`src/rtl/mfence_pkg.sv`:
```
// Package: shared types for the memory fence stall controller.
// Assumes: one fence can be pending at a time.
package mfence_pkg;

    // Fence sequencing state: idle or waiting for counters to drain
    typedef enum logic [0:0] {
        FENCE_IDLE = 1'b0,
        FENCE_WAIT = 1'b1
    } fence_state_e;

endpackage

```
`src/rtl/mfence_class_counter.sv`:
```
// Module: outstanding-transaction counter for one traffic class.
// Counts up on issue and down on retire. Both together leave the count alone.
// A retire with the count at zero and no issue is flagged and ignored.
// Assumes: the number outstanding never exceeds 2**CNT_W-1.
module mfence_class_counter #(
    parameter int CNT_W = 4
) (
    input  logic clk,
    input  logic rst_n,
    input  logic inc,
    input  logic dec,
    output logic is_zero,
    output logic underflow
);

    localparam logic [CNT_W-1:0] ONE = {{(CNT_W-1){1'b0}}, 1'b1};

    logic [CNT_W-1:0] count_q;
    logic [CNT_W-1:0] count_d;

    // Next-count selection and underflow detection
    always_comb begin
        count_d   = count_q;
        underflow = 1'b0;
        if (inc && !dec) begin
            count_d = count_q + ONE;
        end else if (dec && !inc) begin
            if (count_q == '0) begin
                underflow = 1'b1;
            end else begin
                count_d = count_q - ONE;
            end
        end
    end

    // Count register
    always_ff @(posedge clk) begin
        if (!rst_n) count_q <= '0;
        else        count_q <= count_d;
    end

    assign is_zero = (count_q == '0);

endmodule

```
`src/rtl/mfence_sticky_flag.sv`:
```
// Module: sticky error flag. Set by any bit of a pulse vector and cleared
// only by reset.
// Assumes: the flag is read by software outside this block.
module mfence_sticky_flag #(
    parameter int N = 6
) (
    input  logic         clk,
    input  logic         rst_n,
    input  logic [N-1:0] set_vec,
    output logic         flag
);

    logic flag_q;

    // Hold the flag once any set bit arrives
    always_ff @(posedge clk) begin
        if (!rst_n)          flag_q <= 1'b0;
        else if (|set_vec)   flag_q <= 1'b1;
    end

    assign flag = flag_q;

endmodule

```
`src/rtl/mfence_seq.sv`:
```
// Module: fence sequencer. It accepts a fence request, holds it pending
// until the drain signal reports all classes empty, and drives stall and done.
// Assumes: all_zero reflects registered counts, so the outputs have no
// combinational path from the issue or retire inputs.
module mfence_seq
    import mfence_pkg::*;
(
    input  logic clk,
    input  logic rst_n,
    input  logic fence_req,
    input  logic all_zero,
    output logic stall,
    output logic fence_done
);

    fence_state_e state_q;
    fence_state_e state_d;
    logic         pending;

    // A fence is live if one is waiting or one arrives now
    always_comb begin
        pending    = (state_q == FENCE_WAIT) || fence_req;
        stall      = pending && !all_zero;
        fence_done = pending && all_zero;
        state_d    = (pending && !all_zero) ? FENCE_WAIT : FENCE_IDLE;
    end

    // State register
    always_ff @(posedge clk) begin
        if (!rst_n) state_q <= FENCE_IDLE;
        else        state_q <= state_d;
    end

endmodule

```
`src/rtl/mfence_stall_ctrl.sv`:
```
// Module: memory fence stall controller (top). It keeps one outstanding-
// transaction counter per traffic class, combines the zero flags and stalls
// a fence until all classes have drained.
// Assumes: issue and retire are single-cycle pulses per transaction.
module mfence_stall_ctrl #(
    parameter int NUM_CLASSES = 6,
    parameter int CNT_W       = 4
) (
    input  logic                   clk,
    input  logic                   rst_n,
    input  logic [NUM_CLASSES-1:0] issue,
    input  logic [NUM_CLASSES-1:0] retire,
    input  logic                   fence_req,
    output logic                   stall,
    output logic                   fence_done,
    output logic                   underflow_err
);

    logic [NUM_CLASSES-1:0] zero_vec;
    logic [NUM_CLASSES-1:0] uflow_vec;
    logic                   all_zero;

    // One counter per class
    for (genvar g = 0; g < NUM_CLASSES; g++) begin : g_cls
        mfence_class_counter #(.CNT_W(CNT_W)) u_cnt (
            .clk       (clk),
            .rst_n     (rst_n),
            .inc       (issue[g]),
            .dec       (retire[g]),
            .is_zero   (zero_vec[g]),
            .underflow (uflow_vec[g])
        );
    end

    assign all_zero = &zero_vec;

    mfence_sticky_flag #(.N(NUM_CLASSES)) u_err (
        .clk     (clk),
        .rst_n   (rst_n),
        .set_vec (uflow_vec),
        .flag    (underflow_err)
    );

    mfence_seq u_seq (
        .clk        (clk),
        .rst_n      (rst_n),
        .fence_req  (fence_req),
        .all_zero   (all_zero),
        .stall      (stall),
        .fence_done (fence_done)
    );

endmodule

```
`config.mk`:
```
export PLATFORM = sky130hd
export DESIGN_NAME = mfence_stall_ctrl
export DESIGN_NICKNAME = d
export VERILOG_FILES = /design/src/rtl/mfence_pkg.sv /design/src/rtl/mfence_class_counter.sv /design/src/rtl/mfence_sticky_flag.sv /design/src/rtl/mfence_seq.sv /design/src/rtl/mfence_stall_ctrl.sv
export SDC_FILE = /design/constraint.sdc
export NUM_CORES = 1
export LEC_CHECK = 0
export CORE_MARGIN = 5
export CORE_UTILIZATION = 41
export DETAILED_ROUTE_END_ITERATION = 10
export PLACE_DENSITY_LB_ADDON = 0.12
export SYNTH_ARGS = -nofsm -noshare
export SYNTH_HDL_FRONTEND = slang
export SYNTH_SLANG_ARGS = --single-unit
```
`constraint.sdc`:
```
create_clock -name clk -period 2.2 [get_ports clk]
set_clock_uncertainty 0.1 [all_clocks]
set_input_delay 0.44 -clock clk [delete_from_list [all_inputs] [get_ports clk]]
set_output_delay 0.44 -clock clk [all_outputs]
set_load 0.1 [all_outputs]
```
=== Yosys cells after proc, flatten, opt, wreduce, memory -nomap -nowiden ===
Index checks and enable logic that the tools add are counted.

* Register bits after elaboration: 26
* Input bits: 15
* Logic and storage cells: 111

* Add/sub/neg operators: 12
* Equality and inequality tests: 6
* Mux-type cells: 37
* Reductions and logical operators: 48

{| class="wikitable"
|+ Operators with widths
! operator !! number
|-
| 4-bit 2-to-1 mux || 18
|-
| 4-bit by 1-bit adder with 4-bit output, second input constant || 6
|-
| 4-bit zero test || 6
|-
| 4-bit by 1-bit subtractor with 4-bit output, second input constant || 6
|-
| 1-bit 2-to-1 mux || 19
|-
| 1-bit logical AND || 14
|-
| 1-bit zero test || 13
|-
| 2-bit inequality test, second input constant || 6
|-
| 2-bit AND reduction || 6
|-
| 2-bit nonzero test || 6
|-
| 6-bit AND reduction || 1
|-
| 6-bit OR reduction || 1
|-
| 1-bit logical OR || 1
|}

=== Logic depth before layout (Yosys ltp) ===
Gate-level depths: netlist of run 1.

* Word-level depth: 5
* Depth in mapped cells: 8
* Depth with buffers taken out: 8

=== By module ===
A second synthesis of run 1 with hierarchy kept.

* Cell total of the unflattened synthesis: 198
* Area, all modules: 1901.8 um^2

{| class="wikitable"
|+ By module, submodules not included
! module !! times used !! cells an instance !! area an instance (um^2) !! seq. area each (um^2)
|-
| mfence_class_counter || 6 || 31 || 299.0 || 80.1
|-
| mfence_seq || 1 || 5 || 48.8 || 20.0
|-
| mfence_sticky_flag || 1 || 4 || 45.0 || 20.0
|-
| mfence_stall_ctrl || 1 || 3 || 13.8 || 0.0
|}

=== Worst setup path before layout of run 1 ===
No wires, ideal clock.

* Path type: register -> output
* Start: register g_cls[4].u_cnt.count_q[1]
* End: output port fence_done
* Arrival time: 2.590 ns
* Path slack: -0.930 ns
* Cell stages (with the launch flop): 6
* Path buffers: 1
* Cells stage by stage: dfxtp_1 > buf_6 > or4_4 > nor4_4 > nand2_1 > nor2_1

* Longest elaborated chain between the ends: 3

{| class="wikitable"
|+ Ends and longest elaborated chain
! item !! line !! text
|-
| start: declaration || mfence_class_counter.sv:18 || <nowiki>logic [CNT_W-1:0] count_q;</nowiki>
|-
| start signal: assignment || mfence_class_counter.sv:39 || <nowiki>else count_q <= count_d;</nowiki>
|-
| 4-bit zero test || mfence_class_counter.sv:42 || <nowiki>assign is_zero = (count_q == '0);</nowiki>
|-
| 6-bit AND reduction || mfence_stall_ctrl.sv:35 || <nowiki>assign all_zero = &zero_vec;</nowiki>
|-
| 1-bit logical AND || mfence_seq.sv:24 || <nowiki>fence_done = pending && all_zero;</nowiki>
|-
| end: declaration || mfence_stall_ctrl.sv:15 || <nowiki>output logic fence_done,</nowiki>
|}

No other way between the ends.

=== Worst setup path in the final report of run 1 ===
* Start: register g_cls[5].u_cnt.count_q[0]
* End: output port fence_done

* Longest elaborated chain between the ends: 3

{| class="wikitable"
|+ Ends and longest elaborated chain
! item !! line
|-
| start: declaration || mfence_class_counter.sv:18
|-
| start signal: assignment || mfence_class_counter.sv:39
|-
| 4-bit zero test || mfence_class_counter.sv:42
|-
| 6-bit AND reduction || mfence_stall_ctrl.sv:35
|-
| 1-bit logical AND || mfence_seq.sv:24
|}

No other way between the ends.

==> flow_summary.toml, run 1 <==
[critical_path]
max_stage_delay_ns = 0.56
cp_max_fo = 2
worst-path-stages = 5
worstPathCellList = "or4_4, nor4_4, nand2_1, nor2_4, buf_12"
r2r_end = "g_cls[5].u_cnt.count_q[0]$_SDFFE_PN0P_"
setup.worst_path.start_class = "flop"
crit_type = "reg2out"
end_kind = "primary output"
cp_slowest_cell = "or4_4"
worst-r2r-setup-slack_ns = 0.33
reg2reg_depth = 6
path_buf_inv = 1
required_ns = 1.66
cp-endpoint = "fence_done"
r2r_start = "g_cls[5].u_cnt.count_q[0]$_SDFFE_PN0P_"
crit_start = "g_cls[5].u_cnt.count_q[0]$_SDFFE_PN0P_"
worst_ep_arrival_time_ns = 1.90
cpLargestDelayFamily = "simple AND/OR/NAND/NOR gates"

[drt]
via_count = 1876
routedWlPerCell_um = 11.5
vias_per_cell = 4.89
ant_nets = 0
drt_iter0_drc = 77
wl_um = 4400
route.detailed.drc = 0
firstDrtPassIters = 4

[cells_and_area]
final_nets = 363
fillers = 453
drive_gt1_frac = 0.271
diodes = 0
stdcell_count = 384
syn_to_final_growth_pct = 39.3

[logic_synthesis]
netlist.area_leader.share = 0.256
synth.cells.most_frequent = "ha_1 (30), nand2_1 (30), dfxtp_1 (26), inv_1 (19), a21boi_0 (13)"
yosysWarnings = 0
synthArstFlopShare = 0
synth_cells = 239
synth_edf_count = 0
synthTopCellsByArea = "dfxtp_1 (26%), ha_1 (18%), nand2_1 (5.5%), a21boi_0 (4.8%), nand2b_1 (3.7%)"
ys_seq_elements = 26
seq_area_frac_synth = 0.256
synth_cell_types = 35
synth.cell_area_um2 = 2040
yosys.area.top_type = "dfxtp_1"
synth_fp_nets = 284
synth_flop_cell = "dfxtp_1"
synth.avg_cell_area_um2 = 8.52

[placed_design]
dp.cells = 376
place.gp.congestion = 0.842
hpwl_um = 3420
port_buffers = 17
dp_slack_ns = -0.304

[clock_network]
cts_buffers = 3
cts_tree = "yes"
clk_pin_slew_ns = 0.09
insertion_delay_ns = 0.27
cts_num_sinks = 26
root_buffer = "clkbuf_8"
clockBufferDepth = 2
htreeDepth = 1
hold_buffers = 0

[flow_run]
max-cap-violations = 0

[timing]
max_slew_margin = 0.731
hold_viol = 0
timing.hold.ws_ns = 0.370
period_share = 1.11
rsz0062_at_grt = "true"
fmax_mhz = 411
setup_ws_ns = -0.236
tightestPinTransition_ns = 0.400
finalCriticalPeriod_ns = 2.44
drv_slew = 0
setup_viol = 2

[power]
ir_worst_vdd_mv = 0.651
power_density_nw_per_um2 = 1130
p_leak_nw = 1.31

[floorplanning]
dieArea_um2 = 6480
core-area_um2 = 4790
start_util = 0.426
die-width_um = 80.5
die-height_um = 80.5
rows = 25
io_pins = 18

[grt]
grt_usage = 0.143
antenna_found_initial = 0
grt.overflow.total = 0
grt_pass1_wl_um = 7560
grt_pass1_vias = 1720
grt_max_degree = 33

[run_status]
outcome = "complete, but fails checks"
violations = "setup timing"

[min_path]
hold_depth = 2
worstHoldPathType = "reg2reg"
==> what timing repair did <==
action,4_1_cts,5_1_grt
gates resized for setup,2,7
pin swaps,3,2
setup buffers,2,2
endpoints found under the setup margin,3,5
==> metrics by stage <==
stage	TNS, ns	area [um^2]	total power, W	util
floorplan	-0.129	2050	0.00217	-
detailed placement	-1.93	2720	0.00280	0.569
CTS	-0.552	2800	0.00319	0.585
global route	-0.695	2840	0.00351	0.593
global placement	-1.69	2720	0.00278	0.569
finish	-0.455	2840	0.00321	0.593
==> logic make-up after synthesis <==
family | after synthesis | synth area share
AOI/OAI and AO/OA | 45 | 0.162
DFF | 26 | 0.256
adders and majority gates | 30 | 0.184
xor gates and xnor gates | 12 | 0.0516
muxes | 6 | 0.0295
and+or+nand+nor | 97 | 0.271
buffers and inverters | 23 | 0.0461
==> routing by layer <==
metal  global-route usage  wire length (um)  vias to the layer above
met1                0.196              2210                      843
met5                    0                 0                        -
li1                     -                 -                     1004
met4               0.0253                28                        0
met3               0.0269               142                        5
met2                0.236              2020                       24
==> cell usage in the layout, fill, tap and decap left out, types with 5 or more instances in the layout <==
cell type / instances
nor2b_1: 6
nor3b_1: 5
mux2i_1: 6
and3_1: 5
and2_1: 7
nand2b_1: 12
o21ai_0: 6
buf_4: 62
xnor2_1: 6
xor2_1: 6
a21boi_0: 13
ha_1: 29
a31oi_1: 5
or3_1: 7
clkdlybuf4s50_1: 12
nand2_1: 30
dfxtp_1: 23
inv_1: 18
nand3_1: 6
==> final cells by class <==
type,instances,area [um^2],share of cell area
timing repair buffer,78,651,0.229
tap,67,83.8,0.0295
multi-input combinational,190,1450,0.512
clock buffer,4,55.1,0.0194
inverter,19,71.3,0.0251
sequential,26,524,0.185
==> tightest hold or removal path, delay by kind of cell, from the launching register on <==
| kind | cells | cell delay (ns) |
|---|---|---|
| flip-flops | 1 | 0.32 |
| AND/OR/NAND/NOR | 1 | 0.05 |
| multiplexers | 1 | 0.05 |
==> registers in the layout (all words and copies together), names as in the netlist <==
signal	flops
u_err.flag	1
g_cls.u_cnt.count_q	24
u_seq.state_q	1
==> where the power goes <==
part           switching [W]  internal [W]
registers           0.000120      0.000674
logic                0.00103       0.00107
clock network       0.000153      0.000160
total                0.00130       0.00190
==> worst min-delay path by stage <==
stage | slack (ns) | from | endpoint
CTS | 0.38 | g_cls[1].u_cnt.count_q[3]$_SDFFE_PN0P_ | g_cls[1].u_cnt.count_q[3]$_SDFFE_PN0P_
detailed placement | 0.36 | g_cls[1].u_cnt.count_q[3]$_SDFFE_PN0P_ | g_cls[1].u_cnt.count_q[3]$_SDFFE_PN0P_
floorplan | 0.34 | g_cls[1].u_cnt.count_q[3]$_SDFFE_PN0P_ | g_cls[1].u_cnt.count_q[3]$_SDFFE_PN0P_
finish | 0.37 | g_cls[1].u_cnt.count_q[3]$_SDFFE_PN0P_ | g_cls[1].u_cnt.count_q[3]$_SDFFE_PN0P_
global placement | 0.35 | g_cls[1].u_cnt.count_q[3]$_SDFFE_PN0P_ | g_cls[1].u_cnt.count_q[3]$_SDFFE_PN0P_
global route | 0.41 | g_cls[1].u_cnt.count_q[2]$_SDFFE_PN0P_ | g_cls[1].u_cnt.count_q[2]$_SDFFE_PN0P_
(Power assumes the default switching activity.)
==> inputs of run 2 (changes only) <==
--- a/config.mk
+++ b/config.mk
@@ -5,7 +5,7 @@
 export SDC_FILE = /design/constraint.sdc
 export NUM_CORES = 1
 export LEC_CHECK = 0
-export CORE_MARGIN = 5
+export CORE_MARGIN = 2
 export CORE_UTILIZATION = 41
 export DETAILED_ROUTE_END_ITERATION = 10
 export PLACE_DENSITY_LB_ADDON = 0.12
==> run 2 against run 1 <==
  * The flow still finishes with violations (setup timing)
  * Sequential share of layout area increased by 0.098 points
  * Clock-buffer cell count is 1 lower
  * Non-clock buffer count fell by 3
  * Via count increased by 2.1%
  * Fmax is 0.26% lower
  * Die area is 14% lower
  * Clock power fell by 15%
  * Largest cell class unchanged
==> flow_summary.toml, run 2 (synthesis results as in run 1) <==
[grt]
grt_pass1_vias = 1692
grt_usage = 0.164
grt.overflow.total = 0
grt_max_degree = 33
antenna_found_initial = 0
grt_pass1_wl_um = 7280

[floorplanning]
die-height_um = 74.5
core-area_um2 = 4750
start_util = 0.428
rows = 25
die-width_um = 74.5
io_pins = 18
dieArea_um2 = 5550

[cells_and_area]
regMostFlops = "g_cls.u_cnt.count_q"
stdcell_area_um2 = 2820
largest_reg_flops = 24
diodes = 0
final_cell_mix = "buf_4 (59), nand2_1 (30), ha_1 (28), dfxtp_1 (23), inv_1 (17)"
drive_gt1_frac = 0.272
syn_to_final_growth_pct = 38.6
final_nets = 360
final_common_cell = "buf_4"
stdcell_count = 380

[critical_path]
worstPathCellList = "or4_4, nor4_4, nand2_1, nor2_4, buf_12"
worst_ep_arrival_time_ns = 1.90
path_buf_inv = 1
r2r_start = "g_cls[1].u_cnt.count_q[0]$_SDFFE_PN0P_"
crit_type = "reg2out"
cp_slowest_cell = "or4_4"
max_stage_delay_ns = 0.56
setup.worst_path.start_class = "flop"
end_kind = "primary output"
worst-r2r-setup-slack_ns = 0.39
cp_max_fo = 2
cpLargestDelayFamily = "simple AND/OR/NAND/NOR gates"
required_ns = 1.66
crit_start = "g_cls[5].u_cnt.count_q[0]$_SDFFE_PN0P_"

[drt]
drt_iter0_drc = 80
firstDrtPassIters = 4
route.detailed.drc = 0
via_count = 1916
vias_per_cell = 5.04
routedWlPerCell_um = 11.5
wl_um = 4350
ant_nets = 0

[min_path]
worstHoldPathType = "reg2reg"
worstHoldStart = "g_cls[0].u_cnt.count_q[3]$_SDFFE_PN0P_"

[placed_design]
hpwl_um = 3370
place.gp.congestion = 0.835
dpl-instance-area_um2 = 2720
port_buffers = 17
dp.cells = 376

[power]
power.total_w = 0.00315
power_density_nw_per_um2 = 1120
ir_worst_vdd_mv = 0.591
p_clk_frac = 0.085
combPwrFrac = 0.656
seqPwrFrac = 0.259
p_int_w = 0.00183
switching_share = 0.417
p_leak_nw = 1.27
p_sw_w = 0.00131

[timing]
fmax_mhz = 409
finalCriticalPeriod_ns = 2.44
tightestPinTransition_ns = 0.374
max_slew_margin = 0.748
period_share = 1.11
hold_viol = 0
setup_ws_ns = -0.242
rsz0062_at_grt = "true"
drv_slew = 0
setup_viol = 2

[clock_network]
clockBufferDepth = 2
insertion_delay_ns = 0.27
root_buffer = "clkbuf_8"
htreeDepth = 1
cts_tree = "yes"
cts_buffers = 3
clk_pin_slew_ns = 0.08
cts_num_sinks = 26

[flow_run]
max-cap-violations = 0

[run_status]
violations = "setup timing"
outcome = "complete, but fails checks"
## run 2: repair_timing
item | in CTS | in global routing
pin swaps | 5 | 7
gates cloned | 0 | 0
gates resized for setup | 4 | 9
buffers inserted | 1 | 0
hold buffers | 0 | 0
endpoints found under the setup margin | 3 | 6
## run 2: stage by stage
step	setup WS, ns	hold slack (ns)	setup TNS, ns	utilization
2_1_floorplan	-0.129	0.337	-0.129	-
3_3_place_gp	-0.270	0.348	-1.74	0.573
3_5_place_dp	-0.311	0.361	-2.03	0.573
4_1_cts	-0.269	0.372	-0.495	0.585
5_1_grt	-0.336	0.398	-0.638	0.594
6_report	-0.242	0.375	-0.461	0.594
## run 2: layer usage
layer	vias up	global-route usage	wire length, um
met3	4	0.0298	131
met5	-	0	0
met2	24	0.269	2070
li1	1005	-	-
met4	0	0.0179	34
met1	883	0.234	2120
## run 2: path summary, 6_finish.rpt
kind                                                  to  cells past startpoint
hold reg to reg   g_cls[0].u_cnt.count_q[3]$_SDFFE_PN0P_                      2
setup / recovery                              fence_done                      5
setup reg to reg  g_cls[1].u_cnt.count_q[0]$_SDFFE_PN0P_                      5
hold / removal    g_cls[0].u_cnt.count_q[3]$_SDFFE_PN0P_                      2
## run 2: area by class of cell
| type | instances | area [um^2] |
|---|---|---|
| clock buffers | 3 | 41.3 |
| inverters | 19 | 71.3 |
| fillers | 449 | 1930 |
| multi-input cells | 190 | 1480 |
| flip-flops and latches | 26 | 524 |
| well taps | 67 | 83.8 |
| repair buffers | 75 | 622 |
## run 2: worst min-delay path: stages (launching register included)
cell,delay (ns)
dfxtp_1,0.32
nand2_1,0.05
mux2i_1,0.05
## run 2: power by group through the flow
stage | combinational [W] | clock, W | sequential [W]
6_report | 0.00206 | 0.000267 | 0.000816
5_1_grt | 0.00229 | 0.000296 | 0.000845
4_1_cts | 0.00202 | 0.000282 | 0.000816
3_5_place_dp | 0.00196 | 0 | 0.000824
3_3_place_gp | 0.00194 | 0 | 0.000821
2_1_floorplan | 0.00127 | 0 | 0.000894
==> inputs of run 3 (changes only) <==
--- a/config.mk
+++ b/config.mk
@@ -9,6 +9,7 @@
 export CORE_UTILIZATION = 41
 export DETAILED_ROUTE_END_ITERATION = 10
 export PLACE_DENSITY_LB_ADDON = 0.12
+export SLEW_MARGIN = 20
 export SYNTH_ARGS = -nofsm -noshare
 export SYNTH_HDL_FRONTEND = slang
 export SYNTH_SLANG_ARGS = --single-unit
==> constraint.sdc (replaced) <==
create_clock -name clk -period 2.3 [get_ports clk]
set_clock_uncertainty 0.1 [all_clocks]
set_input_delay 0.46 -clock clk [delete_from_list [all_inputs] [get_ports clk]]
set_output_delay 0.46 -clock clk [all_outputs]
set_load 0.1 [all_outputs]
==> run 3 against run 2 <==
  * Cell count decreased by 2.9%
  * Register-to-register slack gained 0.12 ns
  * Worst setup slack gained 0.083 ns
  * Die area unchanged
  * Clock-buffer cell count up 1
  * Power down 7.7%
  * The flow still finishes with violations (setup timing)
  * Wire length shrank 7.1%
  * Clock power grew 8.6%
  * First-iteration DRC count is 16% lower
  * Final area shrank 4.1%
  * Sequential cell count unchanged
  * Largest cell class unchanged
==> flow_summary.toml, run 3 (synthesis results as in run 1) <==
[placed_design]
port_buffers = 17
hpwl_um = 3220
dpl-instance-area_um2 = 2610
place.gp.congestion = 0.856

[cells_and_area]
regMostFlops = "g_cls.u_cnt.count_q"
largest_reg_flops = 24
final_nets = 348
diodes = 0
multi_input_area_um2 = 1440
final_cell_mix = "buf_4 (47), nand2_1 (30), ha_1 (30), dfxtp_1 (22), inv_1 (19)"
stdcell_area_um2 = 2710
syn_to_final_growth_pct = 32.9
final_core_utilization = 0.569
fillers = 459
register_area_um2 = 526
drive_gt1_frac = 0.225
final_common_cell = "buf_4"

[timing]
finalCriticalPeriod_ns = 2.46
fmax_mhz = 407
period_share = 1.07
max_slew_margin = 0.711
rsz0062_at_grt = "true"
setup_viol = 2
hold_viol = 0
setup_ws_ns = -0.159
fin_tns_setup_ns = -0.301
tightestPinTransition_ns = 0.429
drv_slew = 0

[floorplanning]
start_util = 0.428
rows = 25
io_pins = 18
core-area_um2 = 4750
die-height_um = 74.5
dieArea_um2 = 5550
die-width_um = 74.5

[drt]
vias_per_cell = 4.93
via_count = 1819
drt_iter0_drc = 67
route.detailed.drc = 0
wl_um = 4040
firstDrtPassIters = 5
ant_nets = 0
routedWlPerCell_um = 11.0

[clock_network]
root_buffer = "clkbuf_8"
clk_pin_slew_ns = 0.09
insertion_delay_ns = 0.27
cts_tree = "yes"
cts_num_sinks = 26
cts_buffers = 3
hold_buffers = 0
htreeDepth = 1
clockBufferDepth = 2

[flow_run]
max-cap-violations = 0

[grt]
grt.overflow.total = 0
grt_max_degree = 33
antenna_found_initial = 0
grt_pass1_wl_um = 6900
grt_usage = 0.155
grt_pass1_vias = 1598

[run_status]
violations = "setup timing"
outcome = "complete, but fails checks"

[critical_path]
end_kind = "primary output"
crit_type = "reg2out"
required_ns = 1.74
setup.worst_path.start_class = "flop"
worst_ep_arrival_time_ns = 1.90
cp_max_fo = 2

[power]
ir_worst_vdd_mv = 0.575
p_leak_nw = 1.21
power_density_nw_per_um2 = 1070

[min_path]
worstHoldPathType = "reg2reg"
run 3: final timing paths:
kind	slack (ns)	start	cells past startpoint	to
hold / removal	0.37	g_cls[1].u_cnt.count_q[3]$_SDFFE_PN0P_	2	g_cls[1].u_cnt.count_q[3]$_SDFFE_PN0P_
hold reg to reg	0.37	g_cls[1].u_cnt.count_q[3]$_SDFFE_PN0P_	2	g_cls[1].u_cnt.count_q[3]$_SDFFE_PN0P_
setup reg to reg	0.51	g_cls[0].u_cnt.count_q[1]$_SDFFE_PN0P_	5	u_seq.state_q$_SDFF_PN0_
setup / recovery	-0.16	g_cls[0].u_cnt.count_q[1]$_SDFFE_PN0P_	5	fence_done
run 3: final cells by class:
cell class | instances | area share
multi-input cells | 190 | 0.531
repair buffers | 63 | 0.197
flip-flops and latches | 26 | 0.194
well taps | 67 | 0.0310
inverters | 19 | 0.0264
clock buffers | 4 | 0.0203
run 3: what timing repair did:
| item | CTS | global route |
|---|---|---|
| buffers inserted | 3 | 1 |
| pin swaps | 5 | 4 |
| endpoints found under the setup margin | 2 | 3 |
| resized for setup | 2 | 2 |
run 3: per-stage QoR:
step	hold slack, ns	instances	setup slack [ns]	power (W)
after floorplan	0.337	239	-0.0489	0.00207
after global placement	0.353	361	-0.174	0.00253
after detailed placement	0.359	361	-0.214	0.00255
after CTS	0.373	368	-0.207	0.00290
after global routing	0.402	369	-0.239	0.00316
final	0.370	369	-0.159	0.00291
run 3: per-layer routing:
layer  vias to the layer above  share of wire  GRT usage
met1                       819           0.53      0.228
met2                        21           0.44      0.244
met5                         -              0          0
li1                        979              -          -
met3                         0          0.023     0.0325
met4                         0              0     0.0119
run 3: power breakdown:
part / switching (W) / internal, W
sequential: 0.000160 / 0.000647
clock: 0.000138 / 0.000153
combinational: 0.000900 / 0.000909
total: 0.00120 / 0.00171
run 3: worst max-delay path, cell delays in order, from the launching register on:
cell and delay (ns):
dfxtp_2 0.33, or4_4 0.55, nor4_4 0.32, nand2_1 0.13, nor2_4 0.12, buf_12 0.18
